**config.mk**
```make
export PLATFORM = sky130hd
export DESIGN_NAME = i2c_cal_slave
export DESIGN_NICKNAME = d
export VERILOG_FILES = /design/src/rtl/i2c_cal_pkg.sv /design/src/rtl/i2c_cal_sync.sv /design/src/rtl/i2c_cal_bus.sv /design/src/rtl/i2c_cal_store.sv /design/src/rtl/i2c_cal_slave.sv
export SDC_FILE = /design/constraint.sdc
export NUM_CORES = 1
export LEC_CHECK = 0
export BUFFER_PORTS_ARGS = -buffer_cell sky130_fd_sc_hd__buf_2
export CAP_MARGIN = 20
export CORE_ASPECT_RATIO = 1.5
export CORE_MARGIN = 5
export CORE_UTILIZATION = 50
export DETAILED_ROUTE_END_ITERATION = 10
export GPL_ROUTABILITY_DRIVEN = 0
export PLACE_DENSITY = 0.74
export REMOVE_ABC_BUFFERS = 1
export SYNTH_ARGS = -nofsm -noshare
export SYNTH_HDL_FRONTEND = slang
export SYNTH_SLANG_ARGS = --single-unit
```
**constraint.sdc**
```tcl
create_clock -name clk -period 2.4 [get_ports clk]
set_clock_uncertainty 0.15 [all_clocks]
set_input_delay 0.12 -clock clk [delete_from_list [all_inputs] [get_ports clk]]
set_output_delay 0.12 -clock clk [all_outputs]
set_load 0.03 [all_outputs]
```
**src/rtl/i2c_cal_pkg.sv**
```systemverilog
package i2c_cal_pkg;
  localparam int CODE_W = 7;
  localparam int ADDR_W = 7;
  localparam int BYTE_W = 8;
  localparam int CNT_W  = $clog2(BYTE_W + 1);

  typedef enum logic [2:0] {
    ST_IDLE,
    ST_ADDR,
    ST_AACK,
    ST_WDAT,
    ST_WACK,
    ST_RDAT,
    ST_RACK,
    ST_SKIP
  } bus_st_t;
endpackage

```
**src/rtl/i2c_cal_sync.sv**
```systemverilog
module i2c_cal_sync #(
  parameter int STAGES = 2,
  parameter int LINES  = 2
) (
  input  logic             clk,
  input  logic             rst,
  input  logic [LINES-1:0] raw_i,
  output logic [LINES-1:0] lvl_o,
  output logic [LINES-1:0] rise_o,
  output logic [LINES-1:0] fall_o
);
  for (genvar g = 0; g < LINES; g++) begin : g_line
    logic [STAGES-1:0] chain_q;
    logic              prev_q;

    always_ff @(posedge clk) begin
      if (rst) begin
        chain_q <= '1;
        prev_q  <= 1'b1;
      end else begin
        chain_q <= {chain_q[STAGES-2:0], raw_i[g]};
        prev_q  <= chain_q[STAGES-1];
      end
    end

    assign lvl_o[g]  = chain_q[STAGES-1];
    assign rise_o[g] = chain_q[STAGES-1] & ~prev_q;
    assign fall_o[g] = ~chain_q[STAGES-1] & prev_q;
  end
endmodule

```
**src/rtl/i2c_cal_bus.sv**
```systemverilog
module i2c_cal_bus
  import i2c_cal_pkg::*;
#(
  parameter logic [ADDR_W-1:0] DEV_ADDR = 7'b1001111
) (
  input  logic              clk,
  input  logic              rst,
  input  logic              scl_lvl,
  input  logic              scl_rise,
  input  logic              scl_fall,
  input  logic              sda_lvl,
  input  logic              sda_rise,
  input  logic              sda_fall,
  input  logic [CODE_W-1:0] rd_code,
  output logic              sda_oe,
  output logic              wr_stb,
  output logic [BYTE_W-1:0] wr_byte
);
  localparam logic [CNT_W-1:0] CNT_FULL = CNT_W'(BYTE_W);
  localparam logic [CNT_W-1:0] CNT_LAST = CNT_W'(BYTE_W - 1);

  bus_st_t            st_q;
  logic [CNT_W-1:0]   cnt_q;
  logic [BYTE_W-1:0]  sh_q;
  logic [BYTE_W-1:0]  tx_q;
  logic               rw_q;
  logic               start_c;
  logic               stop_c;

  assign start_c = scl_lvl & sda_fall;
  assign stop_c  = scl_lvl & sda_rise;
  assign wr_byte = sh_q;

  always_ff @(posedge clk) begin
    if (rst) begin
      st_q   <= ST_IDLE;
      cnt_q  <= '0;
      sh_q   <= '0;
      tx_q   <= '0;
      rw_q   <= 1'b0;
      sda_oe <= 1'b0;
      wr_stb <= 1'b0;
    end else begin
      wr_stb <= 1'b0;
      if (start_c) begin
        st_q   <= ST_ADDR;
        cnt_q  <= '0;
        sda_oe <= 1'b0;
      end else if (stop_c) begin
        st_q   <= ST_IDLE;
        sda_oe <= 1'b0;
      end else begin
        case (st_q)
          ST_ADDR: begin
            if (scl_rise) begin
              sh_q  <= {sh_q[BYTE_W-2:0], sda_lvl};
              cnt_q <= cnt_q + 1'b1;
            end else if (scl_fall && cnt_q == CNT_FULL) begin
              if (sh_q[BYTE_W-1:1] == DEV_ADDR) begin
                rw_q   <= sh_q[0];
                sda_oe <= 1'b1;
                st_q   <= ST_AACK;
              end else begin
                st_q   <= ST_SKIP;
              end
            end
          end
          ST_AACK: begin
            if (scl_fall) begin
              cnt_q <= '0;
              if (rw_q) begin
                tx_q   <= {rd_code, 1'b0};
                sda_oe <= ~rd_code[CODE_W-1];
                st_q   <= ST_RDAT;
              end else begin
                sda_oe <= 1'b0;
                st_q   <= ST_WDAT;
              end
            end
          end
          ST_WDAT: begin
            if (scl_rise) begin
              sh_q  <= {sh_q[BYTE_W-2:0], sda_lvl};
              cnt_q <= cnt_q + 1'b1;
            end else if (scl_fall && cnt_q == CNT_FULL) begin
              wr_stb <= 1'b1;
              sda_oe <= 1'b1;
              st_q   <= ST_WACK;
            end
          end
          ST_WACK: begin
            if (scl_fall) begin
              sda_oe <= 1'b0;
              st_q   <= ST_SKIP;
            end
          end
          ST_RDAT: begin
            if (scl_fall) begin
              if (cnt_q == CNT_LAST) begin
                sda_oe <= 1'b0;
                st_q   <= ST_RACK;
              end else begin
                cnt_q  <= cnt_q + 1'b1;
                tx_q   <= {tx_q[BYTE_W-2:0], 1'b0};
                sda_oe <= ~tx_q[BYTE_W-2];
              end
            end
          end
          ST_RACK: begin
            if (scl_fall) st_q <= ST_SKIP;
          end
          default: ;
        endcase
      end
    end
  end
endmodule

```
**src/rtl/i2c_cal_store.sv**
```systemverilog
module i2c_cal_store
  import i2c_cal_pkg::*;
#(
  parameter int                PROG_CYCLES = 4096,
  parameter logic [CODE_W-1:0] INIT_CODE   = 7'd64
) (
  input  logic              clk,
  input  logic              rst,
  input  logic              wr_stb,
  input  logic [BYTE_W-1:0] wr_byte,
  input  logic              wp,
  output logic [CODE_W-1:0] code_q,
  output logic              busy_q
);
  localparam int               PC_W     = (PROG_CYCLES > 1) ? $clog2(PROG_CYCLES) : 1;
  localparam logic [PC_W-1:0]  PC_LAST  = PC_W'(PROG_CYCLES - 1);

  logic [CODE_W-1:0] nv_q = INIT_CODE;
  logic [CODE_W-1:0] pend_q;
  logic [PC_W-1:0]   tmr_q;
  logic              commit_c;

  assign commit_c = wr_stb & wr_byte[0] & ~wp & ~busy_q;

  always_ff @(posedge clk) begin
    if (rst) begin
      code_q <= nv_q;
      busy_q <= 1'b0;
      tmr_q  <= '0;
      pend_q <= '0;
    end else begin
      if (wr_stb) code_q <= wr_byte[BYTE_W-1:1];
      if (commit_c) begin
        busy_q <= 1'b1;
        tmr_q  <= '0;
        pend_q <= wr_byte[BYTE_W-1:1];
      end else if (busy_q) begin
        if (tmr_q == PC_LAST) begin
          busy_q <= 1'b0;
          nv_q   <= pend_q;
        end else begin
          tmr_q <= tmr_q + 1'b1;
        end
      end
    end
  end
endmodule

```
**src/rtl/i2c_cal_slave.sv**
```systemverilog
module i2c_cal_slave
  import i2c_cal_pkg::*;
#(
  parameter logic [ADDR_W-1:0] DEV_ADDR    = 7'b1001111,
  parameter int                SYNC_STAGES = 2,
  parameter int                PROG_CYCLES = 4096,
  parameter logic [CODE_W-1:0] INIT_CODE   = 7'd64
) (
  input  logic              clk,
  input  logic              rst,
  input  logic              scl_i,
  input  logic              sda_i,
  input  logic              wp_i,
  output logic              sda_oe_o,
  output logic [CODE_W-1:0] code_o,
  output logic              busy_o
);
  logic [1:0]        lvl, rise, fall;
  logic              scl_lvl;
  logic              wr_stb;
  logic [BYTE_W-1:0] wr_byte;

  i2c_cal_sync #(.STAGES(SYNC_STAGES), .LINES(2)) sync_i (
    .clk   (clk),
    .rst   (rst),
    .raw_i ({sda_i, scl_i}),
    .lvl_o (lvl),
    .rise_o(rise),
    .fall_o(fall)
  );

  assign scl_lvl = lvl[0];

  i2c_cal_bus #(.DEV_ADDR(DEV_ADDR)) bus_i (
    .clk     (clk),
    .rst     (rst),
    .scl_lvl (scl_lvl),
    .scl_rise(rise[0]),
    .scl_fall(fall[0]),
    .sda_lvl (lvl[1]),
    .sda_rise(rise[1]),
    .sda_fall(fall[1]),
    .rd_code (code_o),
    .sda_oe  (sda_oe_o),
    .wr_stb  (wr_stb),
    .wr_byte (wr_byte)
  );

  i2c_cal_store #(.PROG_CYCLES(PROG_CYCLES), .INIT_CODE(INIT_CODE)) store_i (
    .clk    (clk),
    .rst    (rst),
    .wr_stb (wr_stb),
    .wr_byte(wr_byte),
    .wp     (wp_i),
    .code_q (code_o),
    .busy_q (busy_o)
  );
endmodule

```
==> results of run 1 <==
-- through the flow --
| step | area [sq um] | utilization | hold slack (ns) |
|---|---|---|---|
| 2_1_floorplan | 2780 | - | 0.0391 |
| 3_3_place_gp | 2960 | 0.539 | 0.154 |
| 3_5_place_dp | 2960 | 0.539 | 0.155 |
| 4_1_cts | 3180 | 0.579 | 0.0244 |
| 5_1_grt | 3180 | 0.579 | 0.0474 |
| 6_report | 3180 | 0.579 | 0.0401 |
-- sequential cells by signal (all words and copies together) (netlist names), 3 cells and up --
signal / count
store_i.tmr_q: 12
bus_i.wr_byte: 8
store_i.code_q: 7
store_i.nv_q: 7
store_i.pend_q: 7
bus_i.tx_q: 6
bus_i.cnt_q: 4
sync_i.g_line.chain_q: 4
bus_i.st_q: 3
-- layout make-up --
cell class | instances | share of cell area
sequential | 64 | 0.447
multi-input combinational | 202 | 0.415
clock buffer | 14 | 0.0610
timing repair buffer | 19 | 0.0362
tap | 70 | 0.0275
inverter | 9 | 0.0106
clock inverter | 2 | 0.00315
-- repair_timing --
| action | 4_1_cts | 5_1_grt |
|---|---|---|
| hold buffers | 2 | 0 |
| endpoints found under the hold margin | 2 | 0 |
| buffers inserted | 0 | 0 |
-- critical path: cells and delay by family, from the launching register on --
| kind | cells | cell delay, ns |
|---|---|---|
| DFF | 1 | 0.72 |
| and+or+nand+nor | 3 | 0.79 |
| muxes | 1 | 0.28 |
-- placed cells by master (no fill, tap or decap), types with 7 or more instances in the layout --
cell type  Yosys  layout
dfxtp_1       50      50
mux2_2         7       7
nor2_1        29      29
buf_2          2      13
mux2i_1       11      11
or2_2          8       8
inv_1          8       8
nand2_1       32      32
a21oi_1       13      13
nand3_1       14      14
clkbuf_8       0      12
nor3_1         8       8
edfxtp_1      14      14
-- power breakdown --
part	switching (mW)	leakage (nW)	total, mW	internal, mW
clock network	0.375	0.108	0.895	0.520
registers	0.0119	0.551	1.12	1.11
logic	0.0569	0.547	0.0872	0.0303
-- layer usage --
layer,global-route usage,up-vias,share of wire
met5,0,-,0
met4,0.103,0,0.030
met3,0.0390,15,0.028
met2,0.284,36,0.53
met1,0.173,968,0.41
li1,-,1059,-
-- logic make-up after synthesis --
kind of cell | count (synthesis)
multiplexers | 18
XOR/XNOR | 9
AND/OR/NAND/NOR | 125
flip-flops | 64
adder cells (fa/ha/maj) | 3
buffers and inverters | 23
AO/OA/AOI/OAI | 47
-- final timing paths --
path,endpoint,slack [ns],depth (start not counted)
setup / recovery,bus_i.wr_byte[3],0.34,4
setup reg to reg,bus_i.wr_byte[3],0.34,4
hold reg to reg,sync_i.g_line[0].chain_q[1],0.26,1
hold / removal,bus_i.tx_q[1],0.04,2
==> results.md, run 1 <==
- CTS Buffer Depth: 2
- Number of routed nets with antenna violations: 0
- Global-route wire length before repair: approximately 9 mm
- Die H: 103 um
- Run status: completed
- Fin cells: 380
- Min-Delay Path Class: input port to flop
- Ant. Diodes: 0
- Largest family of logic cells by synthesized area: simple AND/OR/NAND/NOR gates
- Critical path peak fanout: 18
- Mux contribution to synthesized area: 0.0662
- Post-synthesis xor/xnor area fraction: 0.0276
- Hold Startpoint: rst
- Vias in the first global route: around 2.1k
- Area share of fa/ha/maj cells after synthesis: 0.0132
- Clock Latency Late Sink: around 0.32 ns
- Setup slack after layout: around 0.34 ns
- Post-detail-place hpwl: approximately 4.0 mm
- Area share of the largest cell type after synthesis: 0.351
- Starting Density: 0.519
- #FFs+latches synth: 64
- CTS clk-pin slew, worst paths: 0.07 ns
- Final Max Slew Viols: 0
- Type of origin of the critical path: flop
- Inserted Clock Buffers: 9
- Fin crit share: 0.859
- Initial antenna violation count: 0
- Synthesized area: 0.00285 sq mm
- Final wirelength: roughly 5.4 mm
- Root Driver: clkbuf_8
- Worst path slowest cell: dfxtp_1
- Pin count of the biggest net entering global routing: 24
- Drt pass-1 iters: 4
- Clock sinks: between 60 and 70
- DR WL/cell: roughly 14 um
- Syn Area/Cell: about 9.9 sq um
- Cells after DPL: ~360
- Max-Cap Viols: 0
- Post-synth ARST share: 0
- Max incr delay on CP: 0.72 ns
- TritonCTS clock tree: yes
- I/O Pins: 14
- YS warnings: 0
- FILL cells: between 400 and 500
- Gate Count Post-Synth: between 200 and 300
- Remaining Overflow, GRT: 0
- Core footprint: 0.00549 sq mm
- H-tree depth: 3
- Crit path cell chain: nor2b_1 -> nand3b_1 -> mux2i_1 -> nor2_1
- FF+latch area: around 0.0014 sq mm
- P per Cell Area: approximately 660 mW/mm^2
- Die X: slightly above 70 um
- Layout area overhead: 11.5%
- Worst setup EP type: flop
- Post-CTS Resized: 0
- Footprint of the multi-input gates: 0.00132 sq mm
- Rows: 33
- Compound-cell area share of the yosys netlist: 0.123
- Pleak: ~1.2 nW
- List of most frequent post-synthesis cells: dfxtp_1 (50), nand2_1 (32), nor2_1 (29)
- Required time worst endpoint: 2.45 ns
- Max_slew headroom: 0.581
- Largest cells by area after synthesis: dfxtp_1 (35%), edfxtp_1 (15%), nand2_1 (4.2%), mux2i_1 (3.9%), nor2_1 (3.8%)
- Remaining DRCs: 0
- Final setup TNS: 0 ns
- Fmax: 485 MHz
- RSZ-0062 raised after global routing: no
- Sequential area share after synthesis: 0.498
- Initial DRC count: 87
- Synth cell types: 59
- Setup CP Type: flop to flop
- Die area: around 0.0073 sq mm
- Pre-CTS setup slack: approximately 0.37 ns
- Post-synth top area cell: dfxtp_1
- Final hold viol count: 0
- Worst Setup SP: bus_i.st_q[0]
- Share of layout cells above drive strength 1: 0.200
- Post-Synth Simple-Gate Area: 0.232
- Post-layout min period: a little over 2 ns
- Top_reg_cell synth: dfxtp_1
- Port bufs: 13
- Fin nets: 313
- GRT Util Overall: 0.162
- Worst-Margin Slew: approximately 0.63 ns
- Routed via count: around 2.1k
- Critical path arrival: ~2.1 ns
- Worst VDD drop: 0.335 mV
- Number of synthesized flops with an enable pin: 14
- Most common cell in the synthesized netlist: dfxtp_1
- Pwr Total: approximately 2.1 mW
- Final setup vio count: 0
- Vias per Instance: roughly 5.5
- R2r startpoint: bus_i.st_q[0]
Power figures use the tool's default switching activity.
==> run 2: changes to the inputs <==
--- a/config.mk
+++ b/config.mk
@@ -10,6 +10,7 @@
 export CORE_ASPECT_RATIO = 1.5
 export CORE_MARGIN = 5
 export CORE_UTILIZATION = 50
+export CTS_BUF_LIST = sky130_fd_sc_hd__clkbuf_16
 export DETAILED_ROUTE_END_ITERATION = 10
 export GPL_ROUTABILITY_DRIVEN = 0
 export PLACE_DENSITY = 0.74
==> run 2 against run 1 <==
- sequential cell count is the same
- die area unchanged
- sequential power barely moved
- global-route usage grew 0.22 points
- critical path depth is the same
- clock power is 30% higher
- sequential share of layout area decreased by 0.98 points
- critical path type unchanged
- core utilization rose by 1.3 points
==> results.md, run 2 (synthesized netlist as in run 1, its figures left out) <==
- Top reg by flops: store_i.tmr_q
- Post-detail-place hpwl: about 4 mm
- Commonest non-fill, non-tap cell in the layout: dfxtp_1
- Flop2flop setup slack: 0.35 ns
- Routed via count: between 2k and 2.5k
- Remaining Overflow, GRT: 0
- Post-layout min period: about 2.1 ns
- Root Driver: clkbuf_16
- TritonCTS clock tree: yes
- Starting Density: 0.519
- CTS clk-pin slew, worst paths: 0.05 ns
- Fmax: ~490 MHz
- Vias per Instance: roughly 5.5
- Setup CP Type: flop to flop
- Ant. Diodes: 0
- FILL cells: between 400 and 500
- RSZ-0062 raised after global routing: no
- Max reg flops: 12
- GRT Util Overall: 0.164
- Vias in the first global route: 2106
- Clock Latency Late Sink: 0.32 ns
- Rows: 33
- Remaining DRCs: 0
- Pleak: ~1.2 nW
- Max-Cap Viols: 0
- FF-to-FF End: bus_i.wr_byte[1]
- Hold endpoint: bus_i.tx_q[1]
- Final Max Slew Viols: 0
- DR WL/cell: 14.1 um
- Worst setup EP type: flop
- P per Cell Area: a little over 700 mW/mm^2
- Min-Delay Path Class: input port to flop
- Final hold viol count: 0
- Core Util, Final: 0.592
- R2r startpoint: bus_i.st_q[0]
- Worst-Margin Slew: just over 0.6 ns
- Worst VDD drop: between 0.4 and 0.5 mV
- GR met1 Demand/Resource: 0.177
- WP buf/inv: 0
- Type of origin of the critical path: flop
- Crit path cell chain: nor2b_1 -> nand3b_1 -> mux2i_1 -> nor2_1
- Inserted Clock Buffers: 9
- Pin count of the biggest net entering global routing: 24
- Share of layout cells above drive strength 1: 0.190
- Sw frac: 0.205
- Final wirelength: 5.37 mm
- Critical path peak fanout: 18
- Met3 usage in global routing: 0.0420
- Drt pass-1 iters: 5
- Worst path slowest cell: dfxtp_1
- CTS Buffer Depth: 2
- Clock sinks: 64
- Design area: 0.00325 sq mm
- Die area: 0.00735 sq mm
- H-tree depth: 3
- WHS: ~0.041 ns
- Core footprint: 0.00549 sq mm
- Fin crit share: 0.856
- Die H: between 100 and 150 um
- Reg2reg path depth: 4
- CP top delay family: simple AND/OR/NAND/NOR gates
- Commonest non-fill, non-tap cells in the layout: dfxtp_1 (50), nand2_1 (32), nor2_1 (29), nand3_1 (14), edfxtp_1 (14)
- Run status: completed
- Clock share of power: 0.489
- Pint: 1.88 mW
- Placed inst area: 0.00296 sq mm
- Final setup TNS: 0 ns
- Switching power: 485 uW
- Final setup vio count: 0
- Fin nets: 313
- Met2 Use GR: 0.280
- Max incr delay on CP: around 0.7 ns
- Initial DRC count: 85
- Required time worst endpoint: 2.45 ns
- Top Usage Layer GRT: met2
- Layout area overhead: 14.0%
- Max_slew headroom: 0.587
- Initial antenna violation count: 0
- Hold path depth: 2
- Port bufs: 13
- Reg power frac: 0.474
- Hold Startpoint: rst
- Post-CTS Resized: 0
- Global-route wire length before repair: roughly 9.3 mm
- Die X: around 72 um
- Critical path arrival: 2.10 ns
- I/O Pins: 14
- Comb pwr share: 0.037
- Number of routed nets with antenna violations: 0
==> run 2: worst max path at each step <==
| stage | cells after the start | startpoint | end |
|---|---|---|---|
| 2_1_floorplan | 3 | store_i.busy_q | store_i.nv_q[0] |
| 3_3_place_gp | 4 | bus_i.st_q[0] | bus_i.wr_byte[1] |
| 3_5_place_dp | 4 | bus_i.st_q[0] | bus_i.wr_byte[1] |
| 4_1_cts | 4 | bus_i.st_q[0] | bus_i.wr_byte[1] |
| 5_1_grt | 4 | bus_i.st_q[0] | bus_i.wr_byte[1] |
| 6_report | 4 | bus_i.st_q[0] | bus_i.wr_byte[1] |
==> run 2: power groups by stage <==
stage	sequential [mW]	clock, mW	combinational (mW)
final	1.12	1.16	0.0874
after global routing	1.12	1.24	0.0945
after CTS	1.12	1.18	0.0882
after detailed placement	1.14	0	0.0851
after global placement	1.14	0	0.0835
after floorplan	1.16	0	0.0370
==> run 2: cell type report <==
class	count	area, sq um	area share
clock buffers	10	250	0.0769
well taps	70	87.6	0.0269
multi-input cells	202	1320	0.406
clock inverters	6	25.0	0.00769
repair buffers	19	115	0.0354
flip-flops and latches	64	1420	0.437
inverters	9	33.8	0.0104
==> run 2: metrics by stage <==
| step | power [mW] | worst slack (ns) | instances |
|---|---|---|---|
| finish | 2.37 | 0.346 | 380 |
| global route | 2.46 | 0.178 | 380 |
| CTS | 2.40 | 0.354 | 380 |
| detailed placement | 1.23 | 0.368 | 362 |
| global placement | 1.23 | 0.437 | 362 |
| floorplan | 1.19 | 0.271 | 275 |
==> run 2: worst register-to-register path: stages, from the launching register on <==
cell	delay [ns]
dfxtp_1	0.71
nor2b_1	0.33
nand3b_1	0.41
mux2i_1	0.28
nor2_1	0.05
==> run 2: routing by layer <==
| layer | part of all wire | up-vias |
|---|---|---|
| met5 | 0 | - |
| met4 | 0.042 | 0 |
| met3 | 0.034 | 22 |
| met2 | 0.52 | 39 |
| met1 | 0.41 | 969 |
| li1 | - | 1065 |
==> run 2: what timing repair did <==
action                                  in CTS  in global routing
hold buffers                                 2                  0
endpoints found under the setup margin       0                  0
hold endpoints to repair                     2                  0
setup buffers                                0                  0
